===== src/rtl/dram_pkg.sv =====
package dram_pkg;
  typedef enum logic [2:0] {
    ST_IDLE, ST_ROW, ST_COL, ST_PRE, ST_RCAS, ST_RRAS, ST_CFG
  } seq_state_t;

  typedef struct packed {
    logic [3:0] row_code;
    logic [3:0] col_code;
  } geom_t;

  localparam logic [3:0] CODE_MAX = 4'd4;

  function automatic logic [3:0] clamp_code(input logic [3:0] c);
    return (c > CODE_MAX) ? CODE_MAX : c;
  endfunction
endpackage


===== src/rtl/dram_refresh_sched.sv =====
module dram_refresh_sched #(
  parameter int REF_INTERVAL = 780,
  parameter int INIT_REFS    = 8
) (
  input  logic clk,
  input  logic rst_n,
  input  logic grant,
  output logic ref_req
);
  localparam int CNT_W  = $clog2(REF_INTERVAL + 1);
  localparam int INIT_W = $clog2(INIT_REFS + 1);

  logic [CNT_W-1:0]  ivl_q;
  logic [INIT_W-1:0] init_left_q;
  logic              pend_q;
  logic              tick;

  assign tick    = (ivl_q == '0);
  assign ref_req = pend_q || (init_left_q != '0);

  always_ff @(posedge clk or negedge rst_n) begin
    if (!rst_n) begin
      ivl_q       <= CNT_W'(REF_INTERVAL - 1);
      init_left_q <= INIT_W'(INIT_REFS);
      pend_q      <= 1'b0;
    end else begin
      ivl_q <= tick ? CNT_W'(REF_INTERVAL - 1) : ivl_q - 1'b1;
      if (grant && init_left_q != '0)
        init_left_q <= init_left_q - 1'b1;
      pend_q <= (pend_q && !(grant && init_left_q == '0)) || tick;
    end
  end


  grant_when_due_chk: assert property (@(posedge clk) disable iff (!rst_n)
    grant |-> ref_req);


  refresh_not_lost_chk: assert property (@(posedge clk) disable iff (!rst_n)
    (tick && pend_q) |-> grant);
endmodule


===== src/rtl/dram_addr_split.sv =====
module dram_addr_split #(
  parameter int ADDR_W = 24,
  parameter int MA_W   = 12
) (
  input  logic [ADDR_W-1:0] addr,
  input  dram_pkg::geom_t   geom,
  output logic [MA_W-1:0]   row,
  output logic [MA_W-1:0]   col
);
  localparam int MIN_BITS = MA_W - 4;
  localparam int SH_W     = $clog2(MA_W + 1);

  logic [SH_W-1:0]   col_bits, row_bits;
  logic [ADDR_W-1:0] upper;

  always_comb begin
    col_bits = SH_W'(MIN_BITS) + SH_W'(geom.col_code);
    row_bits = SH_W'(MIN_BITS) + SH_W'(geom.row_code);
    upper    = addr >> col_bits;
    for (int i = 0; i < MA_W; i++) begin
      col[i] = (SH_W'(i) < col_bits) ? addr[i]  : 1'b0;
      row[i] = (SH_W'(i) < row_bits) ? upper[i] : 1'b0;
    end
  end
endmodule


===== src/rtl/dram_seq.sv =====
module dram_seq #(
  parameter int MA_W   = 12,
  parameter int DQ_W   = 32,
  parameter int LANES  = 4,
  parameter int T_RCD  = 2,
  parameter int T_CAS  = 2,
  parameter int T_RP   = 2,
  parameter int T_RAS  = 3,
  parameter int T_CBR  = 1
) (
  input  logic             clk,
  input  logic             rst_n,
  input  logic             ref_req,
  output logic             ref_grant,
  input  logic             req_valid,
  output logic             req_ready,
  input  logic             req_write,
  input  logic             req_cfg,
  input  logic [LANES-1:0] req_be,
  input  logic [DQ_W-1:0]  req_wdata,
  input  logic [MA_W-1:0]  row,
  input  logic [MA_W-1:0]  col,
  output logic             cfg_we,
  input  logic [DQ_W-1:0]  cfg_rdata,
  output logic             resp_valid,
  output logic [DQ_W-1:0]  resp_rdata,
  output logic [MA_W-1:0]  mem_addr,
  output logic             mem_ras_n,
  output logic [LANES-1:0] mem_cas_n,
  output logic             mem_we_n,
  output logic [DQ_W-1:0]  mem_dq_out,
  output logic             mem_dq_oe,
  input  logic [DQ_W-1:0]  mem_dq_in
);
  import dram_pkg::*;

  localparam int M1    = (T_RCD > T_CAS) ? T_RCD : T_CAS;
  localparam int M2    = (T_RP > T_RAS) ? T_RP : T_RAS;
  localparam int M3    = (M1 > M2) ? M1 : M2;
  localparam int TMAX  = (M3 > T_CBR) ? M3 : T_CBR;
  localparam int TMR_W = $clog2(TMAX + 1);
  localparam int HI_W  = $clog2(T_RP + 2);

  seq_state_t       state_q;
  logic [TMR_W-1:0] tmr_q;
  logic [MA_W-1:0]  col_q;
  logic [LANES-1:0] be_q;
  logic             accept, tmr_done;

  assign req_ready = (state_q == ST_IDLE) && !ref_req;
  assign ref_grant = (state_q == ST_IDLE) && ref_req;
  assign accept    = req_ready && req_valid;
  assign cfg_we    = accept && req_cfg && req_write;
  assign tmr_done  = (tmr_q == '0);

  always_ff @(posedge clk or negedge rst_n) begin
    if (!rst_n) begin
      state_q    <= ST_IDLE;
      tmr_q      <= '0;
      col_q      <= '0;
      be_q       <= '0;
      resp_valid <= 1'b0;
      resp_rdata <= '0;
      mem_addr   <= '0;
      mem_ras_n  <= 1'b1;
      mem_cas_n  <= '1;
      mem_we_n   <= 1'b1;
      mem_dq_out <= '0;
      mem_dq_oe  <= 1'b0;
    end else begin
      resp_valid <= 1'b0;
      unique case (state_q)
        ST_IDLE: begin
          if (ref_grant) begin
            state_q   <= ST_RCAS;
            mem_cas_n <= '0;
            tmr_q     <= TMR_W'(T_CBR - 1);
          end else if (accept) begin
            if (req_cfg) begin
              state_q <= ST_CFG;
            end else begin
              state_q    <= ST_ROW;
              mem_ras_n  <= 1'b0;
              mem_addr   <= row;
              col_q      <= col;
              be_q       <= req_be;
              mem_we_n   <= !req_write;
              mem_dq_oe  <= req_write;
              mem_dq_out <= req_wdata;
              tmr_q      <= TMR_W'(T_RCD - 1);
            end
          end
        end
        ST_ROW: begin
          if (tmr_done) begin
            state_q   <= ST_COL;
            mem_addr  <= col_q;
            mem_cas_n <= ~be_q;
            tmr_q     <= TMR_W'(T_CAS - 1);
          end else begin
            tmr_q <= tmr_q - 1'b1;
          end
        end
        ST_COL: begin
          if (tmr_done) begin
            state_q    <= ST_PRE;
            resp_valid <= 1'b1;
            resp_rdata <= mem_dq_in;
            mem_ras_n  <= 1'b1;
            mem_cas_n  <= '1;
            mem_we_n   <= 1'b1;
            mem_dq_oe  <= 1'b0;
            tmr_q      <= TMR_W'(T_RP - 1);
          end else begin
            tmr_q <= tmr_q - 1'b1;
          end
        end
        ST_RCAS: begin
          if (tmr_done) begin
            state_q   <= ST_RRAS;
            mem_ras_n <= 1'b0;
            tmr_q     <= TMR_W'(T_RAS - 1);
          end else begin
            tmr_q <= tmr_q - 1'b1;
          end
        end
        ST_RRAS: begin
          if (tmr_done) begin
            state_q   <= ST_PRE;
            mem_ras_n <= 1'b1;
            mem_cas_n <= '1;
            tmr_q     <= TMR_W'(T_RP - 1);
          end else begin
            tmr_q <= tmr_q - 1'b1;
          end
        end
        ST_PRE: begin
          if (tmr_done) state_q <= ST_IDLE;
          else          tmr_q   <= tmr_q - 1'b1;
        end
        ST_CFG: begin
          resp_valid <= 1'b1;
          resp_rdata <= cfg_rdata;
          state_q    <= ST_IDLE;
        end
        default: state_q <= ST_IDLE;
      endcase
    end
  end

  // Cycles the row strobe has been high; starts saturated because the
  // power-on wait is covered outside the block.
  logic [HI_W-1:0] hi_cnt_q;
  always_ff @(posedge clk or negedge rst_n) begin
    if (!rst_n)          hi_cnt_q <= HI_W'(T_RP);
    else if (!mem_ras_n) hi_cnt_q <= '0;
    else if (hi_cnt_q < HI_W'(T_RP)) hi_cnt_q <= hi_cnt_q + 1'b1;
  end


  precharge_min_chk: assert property (@(posedge clk) disable iff (!rst_n)
    $fell(mem_ras_n) |-> (hi_cnt_q >= HI_W'(T_RP)));


  cbr_all_lanes_chk: assert property (@(posedge clk) disable iff (!rst_n)
    (mem_ras_n && mem_cas_n != '1) |-> (mem_cas_n == '0));


  we_under_ras_chk: assert property (@(posedge clk) disable iff (!rst_n)
    (!mem_we_n || mem_dq_oe) |-> (!mem_ras_n && !mem_we_n));


  resp_pulse_chk: assert property (@(posedge clk) disable iff (!rst_n)
    resp_valid |=> !resp_valid);


  addr_hold_chk: assert property (@(posedge clk) disable iff (!rst_n)
    (mem_cas_n != '1 && $past(mem_cas_n != '1)) |-> $stable(mem_addr));


  cfg_quiet_chk: assert property (@(posedge clk) disable iff (!rst_n)
    (state_q == ST_CFG) |-> (mem_ras_n && mem_cas_n == '1));
endmodule


===== src/rtl/dram_ctrl.sv =====
module dram_ctrl #(
  parameter int ADDR_W       = 24,
  parameter int MA_W         = 12,
  parameter int DQ_W         = 32,
  parameter int T_RCD        = 2,
  parameter int T_CAS        = 2,
  parameter int T_RP         = 2,
  parameter int T_RAS        = 3,
  parameter int T_CBR        = 1,
  parameter int REF_INTERVAL = 780,
  parameter int INIT_REFS    = 8
) (
  input  logic                clk,
  input  logic                rst_n,
  input  logic                req_valid,
  output logic                req_ready,
  input  logic                req_write,
  input  logic                req_cfg,
  input  logic [ADDR_W-1:0]   req_addr,
  input  logic [DQ_W/8-1:0]   req_be,
  input  logic [DQ_W-1:0]     req_wdata,
  output logic                resp_valid,
  output logic [DQ_W-1:0]     resp_rdata,
  output logic [MA_W-1:0]     mem_addr,
  output logic                mem_ras_n,
  output logic [DQ_W/8-1:0]   mem_cas_n,
  output logic                mem_we_n,
  output logic [DQ_W-1:0]     mem_dq_out,
  output logic                mem_dq_oe,
  input  logic [DQ_W-1:0]     mem_dq_in
);
  import dram_pkg::*;

  localparam int LANES  = DQ_W / 8;
  localparam int INIT_W = $clog2(INIT_REFS + 1);

  geom_t           geom_q;
  logic            ref_req, ref_grant, cfg_we;
  logic [MA_W-1:0] row, col;
  logic [DQ_W-1:0] cfg_rdata;

  assign cfg_rdata = {{(DQ_W-8){1'b0}}, geom_q};

  always_ff @(posedge clk or negedge rst_n) begin
    if (!rst_n) begin
      geom_q <= '{row_code: CODE_MAX, col_code: CODE_MAX};
    end else if (cfg_we) begin
      geom_q.row_code <= clamp_code(req_wdata[7:4]);
      geom_q.col_code <= clamp_code(req_wdata[3:0]);
    end
  end

  dram_refresh_sched #(
    .REF_INTERVAL(REF_INTERVAL), .INIT_REFS(INIT_REFS)
  ) i_refresh (
    .clk(clk), .rst_n(rst_n), .grant(ref_grant), .ref_req(ref_req)
  );

  dram_addr_split #(.ADDR_W(ADDR_W), .MA_W(MA_W)) i_split (
    .addr(req_addr), .geom(geom_q), .row(row), .col(col)
  );

  dram_seq #(
    .MA_W(MA_W), .DQ_W(DQ_W), .LANES(LANES), .T_RCD(T_RCD), .T_CAS(T_CAS),
    .T_RP(T_RP), .T_RAS(T_RAS), .T_CBR(T_CBR)
  ) i_seq (
    .clk(clk), .rst_n(rst_n), .ref_req(ref_req), .ref_grant(ref_grant),
    .req_valid(req_valid), .req_ready(req_ready), .req_write(req_write),
    .req_cfg(req_cfg), .req_be(req_be), .req_wdata(req_wdata),
    .row(row), .col(col), .cfg_we(cfg_we), .cfg_rdata(cfg_rdata),
    .resp_valid(resp_valid), .resp_rdata(resp_rdata),
    .mem_addr(mem_addr), .mem_ras_n(mem_ras_n), .mem_cas_n(mem_cas_n),
    .mem_we_n(mem_we_n), .mem_dq_out(mem_dq_out), .mem_dq_oe(mem_dq_oe),
    .mem_dq_in(mem_dq_in)
  );

  // Refreshes granted since reset, saturating at the burst length.
  logic [INIT_W-1:0] burst_seen_q;
  always_ff @(posedge clk or negedge rst_n) begin
    if (!rst_n) burst_seen_q <= '0;
    else if (ref_grant && burst_seen_q < INIT_W'(INIT_REFS))
      burst_seen_q <= burst_seen_q + 1'b1;
  end


  init_burst_chk: assert property (@(posedge clk) disable iff (!rst_n)
    req_ready |-> (burst_seen_q == INIT_W'(INIT_REFS)));


  ready_yields_chk: assert property (@(posedge clk) disable iff (!rst_n)
    req_ready |-> !ref_req);


  geom_range_chk: assert property (@(posedge clk) disable iff (!rst_n)
    (geom_q.row_code <= CODE_MAX) && (geom_q.col_code <= CODE_MAX));
endmodule


===== config.mk =====
export PLATFORM = sky130hd
export DESIGN_NAME = dram_ctrl
export DESIGN_NICKNAME = d
export VERILOG_FILES = /design/src/rtl/dram_pkg.sv /design/src/rtl/dram_refresh_sched.sv /design/src/rtl/dram_addr_split.sv /design/src/rtl/dram_seq.sv /design/src/rtl/dram_ctrl.sv
export SDC_FILE = /design/constraint.sdc
export NUM_CORES = 1
export LEC_CHECK = 0
export ABC_CLOCK_PERIOD_IN_PS = 1900
export BUFFER_PORTS_ARGS = -buffer_cell sky130_fd_sc_hd__clkbuf_2
export CORE_MARGIN = 8
export CORE_UTILIZATION = 48
export DETAILED_ROUTE_END_ITERATION = 6
export PLACE_DENSITY = 0.81
export SETUP_SLACK_MARGIN = 0.05
export SKIP_LAST_GASP = 1
export SYNTH_ARGS = -nofsm -noshare
export SYNTH_HDL_FRONTEND = slang
export SYNTH_SLANG_ARGS = --single-unit

===== constraint.sdc =====
create_clock -name clk -period 1.9 [get_ports clk]
set_input_delay 0.285 -clock clk [delete_from_list [all_inputs] [get_ports clk]]
set_output_delay 0.285 -clock clk [all_outputs]
set_load 0.02 [all_outputs]

# Word-level counts from Yosys, hierarchy flattened
# Index checks and enable logic that the tools add are counted.
word_totals:
  ff_bits: 128
  elab_cells: 173
  mem_bits_ro: 0
  mem_count: 0
  input_bits: 97
  mem_bits_rw: 0
  latchBits: 0
  output_inout_bits: 85
op_classes:
  n_div: 0
  eq_ne: 18
  n_mux: 69
  mul: 0
  order_cmp: 26
  n_reduce_logical: 34
  add_sub_neg: 5
  n_bitwise: 3
  shifts: 1
op_table:
  columns: ["op", "count"]
  rows:
  - ["32-bit case mux with 2 select lines", 1]
  - ["12-bit two-way mux", 4]
  - ["1-bit two-way mux", 36]
  - ["3-bit by 4-bit less-than comparator with 1-bit output, first input constant", 8]
  - ["4-bit less-than comparator, first input constant", 8]
  - ["32-bit two-way mux", 1]
  - ["12-bit case mux with 2 select lines", 1]
  - ["24-bit by 4-bit right shift with 12-bit output", 1]
  - ["3-bit two-way mux", 7]
  - ["4-bit two-way mux", 5]
  - ["1-bit by 4-bit less-than comparator with 1-bit output, first input constant", 4]
  - ["2-bit by 4-bit less-than comparator with 1-bit output, first input constant", 4]
  - ["3-bit case mux with 5 select lines", 1]
  - ["5-bit AND reduction", 3]
  - ["2-bit two-way mux", 6]
  - ["2-bit by 1-bit inequality test with 1-bit output, second input constant", 6]
  - ["4-bit case mux with 3 select lines", 1]
  - ["4-bit AND reduction", 3]
  - ["10-bit zero test", 1]
  - ["10-bit two-way mux", 1]
  - ["10-bit by 1-bit subtractor with 10-bit output, second input constant", 1]
  - ["3-bit equality test, second input constant", 3]
  - ["4-bit adder, first input constant", 2]
  - ["4-bit by 3-bit > comparator with 1-bit output, second input constant", 2]
  - ["other kinds (25)", 46]

# Logic depth before layout (Yosys ltp)
depth:
  ltp_word: 8
  ltp_mapped: 8
  ltp_nobuf: 6

# Hierarchy
# A second synthesis with hierarchy kept.
hier_totals:
  hier_cells: 742
  area_unflattened_um2: 7085.5
by_module_without_submodules:
  columns: ["mod", "seq_area_each_um2", "cells_per_inst", "instances", "area_each_um2"]
  rows:
  - ["dram_seq", 2635.0, 485, 1, 4688.2]
  - ["dram_addr_split", 0.0, 157, 1, 1307.5]
  - ["dram_refresh_sched", 382.9, 74, 1, 767.0]
  - ["dram_ctrl", 202.7, 26, 1, 322.8]

# Worst setup path before layout
# OpenSTA, ideal clock, no wires.
synth_timing:
  path_kind: "register to register"
  from: "reg i_refresh.init_left_q[0]"
  to: "reg i_seq.state_q[0]"
  required_ns: 1.775
  stages_incl_launch_ff: 8
  arrival_ns: 1.959
  setup_time_ns: 0.125
  path_buffers: 1
  period_less_slack_ns: 2.084
  path_slack_ns: -0.184
  path_cell_list: "dfrtp_1 -> inv_1 -> ha_1 -> or4b_1 -> buf_6 -> nor4_4 -> or3_4 -> mux2_4"
synth_between:
  elab_chain_len: 7
  elab_cells_between_ends: 10
  classes_between: "eq/ne: 1; mux: 2; reduce/logical: 7"
synth_rtl:
  columns: ["element", "line_no", "rtl"]
  rows:
  - ["start: declaration", "dram_refresh_sched.sv:14", "logic [INIT_W-1:0] init_left_q;"]
  - ["start signal: assignment", "dram_refresh_sched.sv:24", "init_left_q <= INIT_W'(INIT_REFS);"]
  - ["start signal: assignment", "dram_refresh_sched.sv:29", "init_left_q <= init_left_q - 1'b1;"]
  - ["4-bit nonzero test *", "dram_refresh_sched.sv:19", "assign ref_req = pend_q || (init_left_q != '0);"]
  - ["1-bit logical OR *", "dram_refresh_sched.sv:19", null]
  - ["1-bit zero test", "dram_seq.sv:50", "assign req_ready = (state_q == ST_IDLE) && !ref_req;"]
  - ["1-bit logical AND", "dram_seq.sv:50", null]
  - ["1-bit logical AND", "dram_seq.sv:52", "assign accept = req_ready && req_valid;"]
  - ["3-bit by 2-bit inequality test with 1-bit output (no source line)", null, null]
  - ["5-bit AND reduction (no source line)", null, null]
  - ["end signal: assignment", "dram_seq.sv:58", "state_q <= ST_IDLE;"]
  - ["end signal: assignment", "dram_seq.sv:75", "state_q <= ST_RCAS;"]
  - ["end signal: assignment", "dram_seq.sv:80", "state_q <= ST_CFG;"]
  - ["end: declaration", "dram_seq.sv:44", "seq_state_t state_q;"]
# Every way passes the cells marked *; elsewhere a longest branch is shown, timed or not.
# A chain may end at the register's enable or synchronous reset.

# Final worst setup path
layout_timing:
  from: "reg i_refresh.init_left_q[1]"
  to: "out req_ready"
layout_between:
  elab_chain_len: 4
layout_rtl:
  columns: ["element", "line_no", "rtl"]
  rows:
  - ["4-bit nonzero test", "dram_refresh_sched.sv:19", null]
  - ["1-bit logical OR", "dram_refresh_sched.sv:19", null]
  - ["1-bit zero test", "dram_seq.sv:50", null]
  - ["1-bit logical AND", "dram_seq.sv:50", null]
  - ["end: declaration", "dram_ctrl.sv:16", "output logic req_ready,"]
# Every way passes these cells.

==> reports/metrics.csv <==
metric,value,unit
largest family of logic cells by synthesized area,simple AND/OR/NAND/NOR gates,
synthesized flop and latch total,128,
hold crit path type,input pin to register,
synthesized instance count,659,
Die H,135,um
gp weighted congestion,0.907,
die area,0.0182,sq mm
Synth Area in Compound Gates,0.133,
CTS Root Cell,clkbuf_16,
Final #Nets,981,
CTS tree,yes,
post-synth top area share,0.421,
largest net degree at the start of global routing,70,
Netlist cell types,71,
number of global-route vias before repair,6257,
vias per cell,5.73,
Layout Cells excl Fill,1070,
Synthesis Warnings,0,
I/O pins,182,
"Largest stage delay, worst path",0.48,ns
"FFs w/ async S/R, synth",1.00,
XOR/XNOR Fraction of Synth Area,0.00905,
core area,0.0138,sq mm
Post-synth EDFFs,0,
Worst Max-Slew Pin Slew,0.507,ns
Finished Core Util,0.652,
"top cells by area, synth","dfrtp_1, mux2_2, dfstp_2",
CTS sink cnt,128,
CTS Buf Count,17,
H-tree depth,4,
Worst EP required,1.62,ns
CP max stage cell,or4b_4,
clk buf depth,2,
GRT Util Overall,0.215,
initial antenna violation count,0,
largest area contributor in the synthesized netlist,dfrtp_1,
Slew headroom,0.657,
Via Count,6133,
RSZ-0062 raised after global routing,true,
commonest cells in the netlist,"dfrtp_1, nand2_1, mux2_2, o21ai_0, nand3_1",
Max VDD drop,970,uV
worst r2r src,i_refresh.init_left_q[1]$_DFFE_PN0P_,
Inst Count DP,1028,
fmax,455,MHz
Hold Crit Start,mem_dq_in[22],
Avg Synthesized Cell Area,10.3,sq um
Slew Limit Fails,0,
Final Hold Fails,0,
First DRT Iteration DRCs,419,
routed len/inst,18.7,um
post-route clock skew,0.00655,ns
grt total ovfl,0,
crit path DAT,1.91,ns
Final Cycle Share,1.16,
"Seq/Total Area, Yosys",0.476,
timing startpoint of the critical path,i_refresh.init_left_q[1]$_DFFE_PN0P_,
leakage,4.35,nW
Setup-failing EPs final,30,
CTS clock-pin slew for the worst setup and hold paths,0.06,ns
Main synth FF type,dfrtp_1,
P&R area growth vs syn,33.1,%
failing checks,negative setup slack,
antenna cells,0,
Post-Synth Adder-Cell Area,0.0129,
post-detail-place hpwl,14200,um
DR DRC count,0,
Syn Nets,763,
synthesized area,0.00677,sq mm
most instantiated library cell after synthesis,dfrtp_1,
WS Path Type,register to primary output,
power per cell area,1720,mW/mm^2
Final Critical Period,2.20,ns
first-pass detailed-route iteration total,5,
Crit Path Max Fanout,2,
Critical Path Sink Type,primary output,
die width,135,um
drt total wl,20000,um
MaxCap Viol Count,0,
first-pass GRT wire length,31500,um
CP Launch Type,register,
CP Cell Sequence,inv_2 -> ha_4 -> or4b_4 -> buf_6 -> nor2_4 -> buf_8,
simple-gate share of the synthesized area,0.170,
share of layout cells above drive strength 1,0.439,
"Worst Setup Slack, final",-0.297,ns
Cell Rows,43,
status,"complete, but fails checks",
ANT nets after route,0,
mux cell area share after synthesis,0.151,
Clock Latency Late Sink,0.42,ns
IO buf count,181,
Initial Utilization,0.490,
==> routing by layer <==
layer  routed length, um  GRT usage  share of wire
met4                 600      0.102          0.030
met2                9850      0.347           0.49
met3                1800     0.0658          0.090
met5                   0          0              0
met1                7720      0.258           0.39
==> state kept, by name (all words and copies together), names as in the netlist, 2 cells and up <==
signal	cells
i_seq.mem_dq_out	32
i_seq.resp_rdata	32
i_seq.col_q	12
i_seq.mem_addr	12
i_refresh.ivl_q	10
cfg_rdata	8
i_refresh.init_left_q	4
i_seq.be_q	4
i_seq.mem_cas_n	4
i_seq.state_q	3
i_seq.tmr_q	2
==> per-stage QoR <==
| stage | hold WS (ns) | power (mW) | setup TNS [ns] | setup WS [ns] | cell area [sq um] |
|---|---|---|---|---|---|
| after CTS | 0.0480 | 15.4 | -3.84 | -0.274 | 8940 |
| after floorplan | -0.0106 | 9.32 | -0.324 | -0.182 | 6780 |
| after detailed placement | 0.330 | 11.7 | -2.71 | -0.165 | 8140 |
| final | 0.0527 | 15.5 | -3.72 | -0.297 | 9020 |
| after global routing | 0.0495 | 16.4 | -5.50 | -0.335 | 9020 |
| after global placement | 0.327 | 11.5 | -1.61 | -0.138 | 8140 |
==> critical path, delay by kind of cell (launching register included) <==
| family | cells | cell delay, ns |
|---|---|---|
| adder cells (fa/ha/maj) | 1 | 0.13 |
| flip-flops | 1 | 0.38 |
| buffers and inverters | 3 | 0.36 |
| AND/OR/NAND/NOR | 2 | 0.62 |
==> report_power, final <==
part	leakage [nW]	switching (mW)	internal, mW	total [mW]
sequential	1.56	0.760	3.85	4.61
combinational	2.50	4.32	3.14	7.46
clock	0.296	1.29	2.16	3.45
==> cell families (layout without fill, tap and decap cells) <==
group | count (synthesis) | in the layout
muxes | 76 | 76
and+or+nand+nor | 227 | 227
xor gates and xnor gates | 7 | 7
buffers and inverters | 73 | 304
DFF | 128 | 128
adders and majority gates | 7 | 7
AOI/OAI and AO/OA | 141 | 141
==> placed cells by master (no fill, tap or decap), types with 4 or more instances in the layout <==
cell type   count
ha_1            6
o22ai_1        16
dfstp_2        14
a21o_1          4
nor2_1         28
clkbuf_16      17
clkinvlp_4      4
a21oi_1        26
nand2_1        94
a211oi_2        4
buf_4          51
clkbuf_2      179
a22oi_1         8
nor2b_1        12
and2_1          4
buf_6           7
mux2_2         47
o22a_1          5
nor4_1          5
mux2i_1        11
nor3_1          8
a31oi_1        10
inv_6           5
nand3_1        36
inv_1          26
xor2_1          4
buf_12          5
dfrtp_1       113
mux4_2         16
o21ai_0        37
==> final cells by class <==
class,instances,area (sq um)
clock buffers,19,453
clock inverters,13,175
fillers,1082,4810
inverters,28,105
multi-input cells,458,3350
flip-flops and latches,128,3220
well taps,180,225
repair buffers,244,1480
==> timing repair <==
item | in CTS | in global routing
setup buffers | 7 | 3
setup endpoints to repair | 36 | 102
pin swaps | 5 | 11
gates resized for setup | 23 | 15
hold endpoints to repair | 114 | 0
hold buffers | 1 | 0
==> final timing paths <==
kind | endpoint | slack (ns) | cells after the start
max | req_ready | -0.30 | 6
min | i_seq.resp_rdata[22]$_DFFE_PN0P_ | 0.05 | 3
max reg2reg | i_seq.tmr_q[1]$_DFFE_PN0P_ | -0.23 | 7
min reg2reg | i_refresh.ivl_q[0]$_DFF_PN1_ | 0.46 | 1
max in group asynchronous | i_refresh.ivl_q[1]$_DFF_PN1_ | 1.11 | 3
min in group asynchronous | i_seq.resp_rdata[22]$_DFFE_PN0P_ | 0.41 | 3
(Power assumes the default switching activity.)
